**config.mk**
```make
export PLATFORM = sky130hd
export DESIGN_NAME = dbv_unit
export DESIGN_NICKNAME = d
export VERILOG_FILES = /design/src/rtl/dbv_pkg.sv /design/src/rtl/dbv_match.sv /design/src/rtl/dbv_tag_table.sv /design/src/rtl/dbv_unit.sv
export SDC_FILE = /design/constraint.sdc
export NUM_CORES = 1
export LEC_CHECK = 0
export ABC_AREA = 1
export BUFFER_PORTS_ARGS = -buffer_cell sky130_fd_sc_hd__buf_4
export CORE_UTILIZATION = 51
export CTS_CLUSTER_SIZE = 30
export DETAILED_ROUTE_END_ITERATION = 8
export HOLD_SLACK_MARGIN = 0.08
export PLACE_DENSITY = 0.69
export SLEW_MARGIN = 20
export SYNTH_ARGS = -nofsm -noshare
export SYNTH_HDL_FRONTEND = slang
export SYNTH_SLANG_ARGS = --single-unit
```
**constraint.sdc**
```tcl
create_clock -name clk -period 9.4 [get_ports clk]
set_input_delay 0.47 -clock clk [delete_from_list [all_inputs] [get_ports clk]]
set_output_delay 0.47 -clock clk [all_outputs]
set_load 0.05 [all_outputs]
```
**src/rtl/dbv_pkg.sv**
```systemverilog
package dbv_pkg;

    typedef enum logic [3:0] {
        SEL_ADDR   = 4'd0,
        SEL_AMASK  = 4'd1,
        SEL_VALUE  = 4'd2,
        SEL_CTL    = 4'd3,
        SEL_WBASE  = 4'd4,
        SEL_WMASK  = 4'd5,
        SEL_WEN    = 4'd6,
        SEL_STATUS = 4'd7,
        SEL_FLAGS  = 4'd8
    } cfg_sel_e;

    localparam int CTL_LD  = 0;
    localparam int CTL_ST  = 1;
    localparam int CTL_IGN = 2;

    localparam int FLG_BUS   = 0;
    localparam int FLG_CACHE = 1;

    // Address compare: bits set in ign are don't-care.
    function automatic logic masked_eq(input logic [63:0] a, input logic [63:0] b,
                                       input logic [63:0] ign);
        return ((a ^ b) & ~ign) == 64'd0;
    endfunction

endpackage

```
**src/rtl/dbv_match.sv**
```systemverilog
module dbv_match #(
    parameter  int DW = 32,
    localparam int NB = DW / 8
) (
    input  logic [NB-1:0] lanes,
    input  logic [NB-1:0] lane_ign,
    input  logic [DW-1:0] data,
    input  logic [DW-1:0] ref_value,
    output logic          val_eq
);
    logic [NB-1:0] lane_ok;

    for (genvar k = 0; k < NB; k++) begin : g_lane
        assign lane_ok[k] = !(lanes[k] && !lane_ign[k]) ||
                            (data[8*k +: 8] == ref_value[8*k +: 8]);
    end

    assign val_eq = &lane_ok;
endmodule

```
**src/rtl/dbv_tag_table.sv**
```systemverilog
module dbv_tag_table #(
    parameter  int NUM_BP = 4,
    parameter  int NB     = 4,
    parameter  int IDW    = 3,
    localparam int DEPTH  = 1 << IDW
) (
    input  logic              clk,
    input  logic              rst,
    input  logic              alloc_en,
    input  logic [IDW-1:0]    alloc_id,
    input  logic [NUM_BP-1:0] alloc_bps,
    input  logic [NB-1:0]     alloc_lanes,
    input  logic              alloc_imp,
    input  logic [IDW-1:0]    look_id,
    output logic              look_valid,
    output logic [NUM_BP-1:0] look_bps,
    output logic [NB-1:0]     look_lanes,
    output logic              look_imp,
    input  logic              consume_en,
    input  logic              hit_en,
    input  logic              err_en,
    input  logic [IDW-1:0]    err_id,
    output logic              err_broke
);
    logic [DEPTH-1:0]  valid_q;
    logic [DEPTH-1:0]  broke_q;
    logic [DEPTH-1:0]  imp_q;
    logic [NUM_BP-1:0] bps_q   [DEPTH];
    logic [NB-1:0]     lanes_q [DEPTH];

    assign look_valid = valid_q[look_id];
    assign look_bps   = bps_q[look_id];
    assign look_lanes = lanes_q[look_id];
    assign look_imp   = imp_q[look_id];
    assign err_broke  = broke_q[err_id] && !valid_q[err_id];

    always_ff @(posedge clk) begin
        if (rst) begin
            valid_q <= '0;
            broke_q <= '0;
        end else begin
            if (consume_en) valid_q[look_id] <= 1'b0;
            if (hit_en)     broke_q[look_id] <= 1'b1;
            if (err_en) begin
                valid_q[err_id] <= 1'b0;
                broke_q[err_id] <= 1'b0;
            end
            if (alloc_en) begin
                valid_q[alloc_id] <= |alloc_bps;
                broke_q[alloc_id] <= 1'b0;
            end
        end
    end

    always_ff @(posedge clk) begin
        if (alloc_en) begin
            bps_q[alloc_id]   <= alloc_bps;
            lanes_q[alloc_id] <= alloc_lanes;
            imp_q[alloc_id]   <= alloc_imp;
        end
    end

    assert_late_error_drops_R6: assert property (@(posedge clk) disable iff (rst)
        (err_en && !alloc_en) |=> !valid_q[$past(err_id)]);

    assert_load_armed_R4: assert property (@(posedge clk) disable iff (rst)
        (alloc_en && |alloc_bps) |=> valid_q[$past(alloc_id)]);
endmodule

```
**src/rtl/dbv_unit.sv**
```systemverilog
module dbv_unit
    import dbv_pkg::*;
#(
    parameter  int NUM_BP = 4,
    parameter  int AW     = 32,
    parameter  int DW     = 32,
    parameter  int IDW    = 3,
    localparam int NB     = DW / 8,
    localparam int BPW    = $clog2(NUM_BP)
) (
    input  logic              clk,
    input  logic              rst,
    input  logic              cfg_we,
    input  logic [BPW-1:0]    cfg_bp,
    input  logic [3:0]        cfg_sel,
    input  logic [DW-1:0]     cfg_wdata,
    input  logic              acc_valid,
    input  logic              acc_store,
    input  logic              acc_unaligned,
    input  logic              acc_nonblk,
    input  logic [AW-1:0]     acc_addr,
    input  logic [NB-1:0]     acc_lanes,
    input  logic [DW-1:0]     acc_wdata,
    input  logic [IDW-1:0]    acc_id,
    input  logic              rtn_valid,
    input  logic [IDW-1:0]    rtn_id,
    input  logic [DW-1:0]     rtn_data,
    input  logic              rtn_err,
    input  logic              lerr_valid,
    input  logic [IDW-1:0]    lerr_id,
    input  logic              lerr_cache,
    input  logic              brk_hold,
    output logic [NUM_BP-1:0] bp_status,
    output logic              brk_req,
    output logic              brk_imprecise,
    output logic              pend_bus_err,
    output logic              pend_cache_err
);
    cfg_sel_e sel;
    assign sel = cfg_sel_e'(cfg_sel);

    logic [AW-1:0]     bp_addr_q  [NUM_BP];
    logic [AW-1:0]     bp_amask_q [NUM_BP];
    logic [DW-1:0]     bp_value_q [NUM_BP];
    logic [NB-1:0]     bp_ign_q   [NUM_BP];
    logic [NUM_BP-1:0] ld_en_q, st_en_q;
    logic [AW-1:0]     win_base_q, win_mask_q;
    logic              win_en_q;

    always_ff @(posedge clk) begin
        if (rst) begin
            for (int i = 0; i < NUM_BP; i++) begin
                bp_addr_q[i]  <= '0;
                bp_amask_q[i] <= '0;
                bp_value_q[i] <= '0;
                bp_ign_q[i]   <= '1;
            end
            ld_en_q    <= '0;
            st_en_q    <= '0;
            win_base_q <= '0;
            win_mask_q <= '0;
            win_en_q   <= 1'b0;
        end else if (cfg_we) begin
            unique case (sel)
                SEL_ADDR:  bp_addr_q[cfg_bp]  <= AW'(cfg_wdata);
                SEL_AMASK: bp_amask_q[cfg_bp] <= AW'(cfg_wdata);
                SEL_VALUE: bp_value_q[cfg_bp] <= cfg_wdata;
                SEL_CTL: begin
                    ld_en_q[cfg_bp]  <= cfg_wdata[CTL_LD];
                    st_en_q[cfg_bp]  <= cfg_wdata[CTL_ST];
                    bp_ign_q[cfg_bp] <= cfg_wdata[CTL_IGN +: NB];
                end
                SEL_WBASE: win_base_q <= AW'(cfg_wdata);
                SEL_WMASK: win_mask_q <= AW'(cfg_wdata);
                SEL_WEN:   win_en_q   <= cfg_wdata[0];
                default: ;
            endcase
        end
    end

    // Pending-load table
    logic              look_valid, look_imp, err_broke;
    logic [NUM_BP-1:0] look_bps;
    logic [NB-1:0]     look_lanes;
    logic [NUM_BP-1:0] imm_hit, arm, rtn_match;
    logic              in_window;

    assign in_window = win_en_q &&
        masked_eq(64'(acc_addr), 64'(win_base_q), 64'(win_mask_q));

    for (genvar i = 0; i < NUM_BP; i++) begin : g_bp
        logic a_hit, v_on, acc_eq, rtn_eq;

        dbv_match #(.DW(DW)) u_acc_cmp (
            .lanes(acc_lanes), .lane_ign(bp_ign_q[i]), .data(acc_wdata),
            .ref_value(bp_value_q[i]), .val_eq(acc_eq));

        dbv_match #(.DW(DW)) u_rtn_cmp (
            .lanes(look_lanes), .lane_ign(bp_ign_q[i]), .data(rtn_data),
            .ref_value(bp_value_q[i]), .val_eq(rtn_eq));

        assign v_on  = ~&bp_ign_q[i];
        assign a_hit = acc_valid &&
            masked_eq(64'(acc_addr), 64'(bp_addr_q[i]), 64'(bp_amask_q[i]));
        assign imm_hit[i] = a_hit && (acc_store
            ? (st_en_q[i] && (!v_on || (!acc_unaligned && acc_eq)))
            : (ld_en_q[i] && !v_on));
        assign arm[i] = a_hit && !acc_store && ld_en_q[i] && v_on;
        assign rtn_match[i] = rtn_valid && !rtn_err && look_valid &&
                              look_bps[i] && rtn_eq;
    end

    dbv_tag_table #(.NUM_BP(NUM_BP), .NB(NB), .IDW(IDW)) u_tags (
        .clk(clk), .rst(rst),
        .alloc_en(acc_valid && !acc_store), .alloc_id(acc_id),
        .alloc_bps(arm), .alloc_lanes(acc_lanes),
        .alloc_imp(acc_nonblk || in_window),
        .look_id(rtn_id), .look_valid(look_valid), .look_bps(look_bps),
        .look_lanes(look_lanes), .look_imp(look_imp),
        .consume_en(rtn_valid), .hit_en(|rtn_match),
        .err_en(lerr_valid), .err_id(lerr_id), .err_broke(err_broke));

    // Status, break and late-error flags
    logic [NUM_BP-1:0] status_q, status_clr;
    logic              brk_pend_q, brk_imp_q, new_brk;
    logic [1:0]        flags_q, flags_clr, flags_set;

    assign status_clr = (cfg_we && sel == SEL_STATUS) ? NUM_BP'(cfg_wdata) : '0;
    assign flags_clr  = (cfg_we && sel == SEL_FLAGS) ? cfg_wdata[1:0] : 2'b00;
    assign flags_set[FLG_BUS]   = lerr_valid && err_broke && !lerr_cache;
    assign flags_set[FLG_CACHE] = lerr_valid && err_broke && lerr_cache;
    assign new_brk = |imm_hit || |rtn_match;

    always_ff @(posedge clk) begin
        if (rst) begin
            status_q   <= '0;
            flags_q    <= 2'b00;
            brk_pend_q <= 1'b0;
            brk_imp_q  <= 1'b0;
        end else begin
            status_q <= (status_q & ~status_clr) | imm_hit | rtn_match;
            flags_q  <= (flags_q & ~flags_clr) | flags_set;
            if (new_brk) begin
                brk_pend_q <= 1'b1;
                brk_imp_q  <= !(|imm_hit) && look_imp;
            end else if (brk_pend_q && !brk_hold) begin
                brk_pend_q <= 1'b0;
            end
        end
    end

    assign bp_status      = status_q;
    assign brk_req        = brk_pend_q && !brk_hold;
    assign brk_imprecise  = brk_pend_q && brk_imp_q;
    assign pend_bus_err   = flags_q[FLG_BUS];
    assign pend_cache_err = flags_q[FLG_CACHE];

    for (genvar i = 0; i < NUM_BP; i++) begin : g_chk
        assert_status_sticky_R9: assert property (@(posedge clk) disable iff (rst)
            (status_q[i] && !status_clr[i]) |=> status_q[i]);
    end

    assert_err_return_silent_R5: assert property (@(posedge clk) disable iff (rst)
        (rtn_valid && rtn_err && !acc_valid && !cfg_we) |=> (status_q == $past(status_q)));

    assert_held_break_kept_R7: assert property (@(posedge clk) disable iff (rst)
        (brk_pend_q && brk_hold) |=> brk_pend_q);

    assert_single_request_R10: assert property (@(posedge clk) disable iff (rst)
        (brk_req && !new_brk) |=> !brk_req);

    assert_flags_sticky_R6: assert property (@(posedge clk) disable iff (rst)
        (flags_q[FLG_BUS] && !flags_clr[FLG_BUS]) |=> flags_q[FLG_BUS]);
endmodule

```
==> results by group <==
Setup path
  • Type of element launching the critical path: register
  • Worst path bufs/invs: 1
  • CP cell instances: inv_1 > o21ai_0 > nand2_1 > nor2_1 > nand2_1 > nor2_1 > nand3_1 > nor3_1
  • CP Capture Type: register
  • Critical Path Fanout Max: 8
  • Worst path max stage delay: between 0.6 and 0.7 ns
  • Required @ worst endpoint: just under 10 ns
  • Kind of critical path: reg -> reg
  • Cell family with most CP delay: simple AND/OR/NAND/NOR gates
  • Arr. time, crit path: a little under 3 ns
  • Crit-path slowest cell: o21ai_0

Place
  • Routability cong.: roughly 0.99
  • Place WS: about 6.0 ns
  • Port Buffer Count: 166
  • Final HPWL DP: between 60000 and 70000 µm
  • Placed insts: a little under 4000
  • Post-Place Cell Area: between 20000 and 30000 µm²

Synthesis
  • Post-Syn Area: about 28000 µm²
  • Post-synthesis simple-gate area fraction: 0.232
  • Xor-xnor portion of the synthesized cell area: 0.0537
  • Share of the synthesized area in the top cell type: 0.503
  • Most common cell in the netlist: nand2_1
  • Sequential area share after synthesis: 0.572
  • Synth area leaders: edfxtp_1 50%, nand2_1 8.8%, nor2_1 8.5%
  • Synth Area per Inst: 8.77 µm²
  • Seq cells post-synth: roughly 570
  • Yosys warns: 0
  • Post-Syn Instances: ~3200
  • Synth Area in Compound Gates: 0.0779
  • Post-synth EDFFs: roughly 470
  • Most used flip-flop cell after synthesis: edfxtp_1
  • Synth cell types: 45
  • Multiplexer share of the synthesized area: 0
  • Synth cell count leaders: 661 x nand2_1, 638 x nor2_1, 472 x edfxtp_1
  • Post-synthesis adder-cell area fraction: 0
  • Main combinational cell family by area after synthesis: simple AND/OR/NAND/NOR gates
  • Synthesized net count: about 3400
  • Fraction of registers with async set/reset: 0
  • Yosys top cell by area: edfxtp_1

Global routing
  • Overall Global Routing Usage: 0.314
  • Gr ovfl total: 0
  • Number of global-route vias before repair: 21900
  • Global-route wire length before repair: around 130000 µm
  • Initial antenna violation count: 1
  • Largest net degree at the start of global routing: between 90 and 100

CTS
  • Buffer count from post-CTS setup fixing: 0
  • Clk Latency, worst-skew pair: around 0.64 ns
  • CTS Buf Count: just under 60
  • # H-tree levels: 2
  • CTS tree: done
  • CTS sink cnt: 569
  • Clock transition at path regs: approximately 0.070 ns
  • CTS Buffer Depth: 3
  • Root Driver: clkbuf_16

STA
  • Final hold violations: 0
  • Setup violators final: 0
  • Post-route setup TNS: 0 ns
  • Max-slew violations: 0
  • Rel. slew slack: 0.247
  • Worst Skew: 0.0250 ns
  • Final Cycle Share: 0.281
  • Min Hold Slack: ~0.12 ns
  • Final period demand of the worst path: 2.64 ns
  • Final WS setup: 6.76 ns
  • RSZ-0062 raised after global routing: no
  • Tightest Pin Transition: ~1.1 ns
  • FMAX: approximately 0.38 GHz

Min path
  • Hold Path Class: in -> reg

Job
  • Max_cap viols: 0

Power and ir drop
  • Maximum vdd drop: roughly 0.18 mV
  • P per Cell Area: ~190 nW/µm²
  • Leak: 12.8 nW
  • Overall power: between 5 and 6 mW

Drt
  • Number of routed nets with antenna violations: 0
  • DRC viols: 0
  • Vias: 23100
  • DRT iter0 DRCs: between 2000 and 3000
  • Vias per Instance: between 5 and 6
  • Routed WL per cell: between 20 and 25 µm
  • DRT Wirelength: just under 90000 µm
  • Router iterations before antenna repair: 6

Final layout
  • Synthesis-to-layout area growth: 13.7%
  • Fillers: roughly 4600
  • Sequential cell area: 16100 µm²
  • Layout Cells excl Fill: between 4000 and 5000
  • Fin util: 0.591
  • Number of nets in the layout: 3477
  • Multi-input gate area: about 10000 µm²
  • Layout cells sized above 1: 0.106
  • Fin area: ~32000 µm²

Floorplan
  • Core Region: between 50000 and 60000 µm²
  • Boundary Pins: 167
  • Full die area: approximately 56000 µm²
  • Die extent in y: around 240 µm
  • Chip width: approximately 240 µm
  • Initial Util: 0.520
  • Num rows: between 80 and 90

Run status
  • Outcome: finished, final reports clean
## power breakdown
part           leakage (nW)  total, mW  internal (mW)  switching (mW)
logic                  6.56      0.600          0.196           0.404
registers              5.19       2.89           2.83          0.0584
clock network         0.998       2.45           1.43            1.03
total                  12.8       5.94           4.45            1.49
## timing repair
item	CTS	global route
hold buffers	1	0
gates resized for setup	0	0
hold endpoints to repair	2	0
## logic make-up after synthesis
family / count (synthesis)
AND/OR/NAND/NOR: 1593
flip-flops: 569
buffers and inverters: 470
AO/OA/AOI/OAI: 411
XOR/XNOR: 173
## final timing paths
check,from,endpoint,slack (ns),depth (start not counted)
worst max-delay path,bp_addr_q[3][12],u_tags.bps_q[3][3],6.76,8
worst min register to register,u_tags.broke_q[5],u_tags.broke_q[5],0.47,2
worst max register to register,bp_addr_q[3][12],u_tags.bps_q[3][3],6.76,8
worst min-delay path,acc_lanes[1],u_tags.lanes_q[7][1],0.12,1
## worst reg2reg max path, cell delays in order, from the launching register on
cell      delay [ns]
edfxtp_1        0.32
inv_1           0.05
o21ai_0         0.61
nand2_1         0.12
nor2_1          0.14
nand2_1         0.11
nor2_1          0.15
nand3_1         0.22
nor3_1          0.61
## flip-flops by register name, summed over array words and instances (netlist names)
signal	count
u_tags.lanes_q	32
win_base_q	32
win_en_q	1
brk_imp_q	1
win_mask_q	32
flags_q	2
u_tags.valid_q	8
bp_ign_q	16
bp_amask_q	128
u_tags.bps_q	32
bp_addr_q	128
u_tags.broke_q	8
brk_pend_q	1
st_en_q	4
bp_status	4
u_tags.imp_q	8
bp_value_q	128
ld_en_q	4
## per-layer routing
layer,part of all wire,GRT usage,up-vias
met4,0.034,0.112,0
li1,-,-,10800
met1,0.41,0.431,10900
met5,0,0,-
met2,0.47,0.516,1212
met3,0.092,0.0375,173
## area by class of cell
type / count / share of cell area
Antenna cell: 1 / 0.0000781
Clock buffer: 77 / 0.0511
Clock inverter: 34 / 0.0122
Inverter: 316 / 0.0370
Multi-Input combinational cell: 2177 / 0.324
Sequential cell: 569 / 0.503
Tap cell: 696 / 0.0272
Timing Repair Buffer: 195 / 0.0458
## layout by cell type, fill, tap and decap left out, types with 3 or more instances in the layout
| cell | count |
|---|---|
| o211ai_1 | 7 |
| a21oi_2 | 3 |
| buf_4 | 194 |
| o21ai_4 | 5 |
| a21oi_1 | 169 |
| nand2_2 | 7 |
| clkbuf_16 | 61 |
| nor4_1 | 5 |
| nor4_4 | 3 |
| nand4_1 | 71 |
| xnor2_1 | 165 |
| a31oi_1 | 4 |
| dfxtp_1 | 97 |
| clkbuf_1 | 11 |
| bufinv_16 | 7 |
| nand3_1 | 79 |
| or2_2 | 31 |
| nor2_1 | 637 |
| nor3_1 | 87 |
| nor3b_1 | 3 |
| o2111ai_1 | 5 |
| o21ai_1 | 12 |
| edfxtp_1 | 472 |
| inv_1 | 303 |
| xor2_1 | 8 |
| clkinvlp_4 | 3 |
| clkbuf_8 | 5 |
| inv_2 | 10 |
| nand2_1 | 659 |
| clkinv_1 | 7 |
| clkinv_2 | 14 |
| o21bai_1 | 9 |
| o22ai_1 | 32 |
| o21ai_0 | 158 |
(Power assumes the default switching activity.)
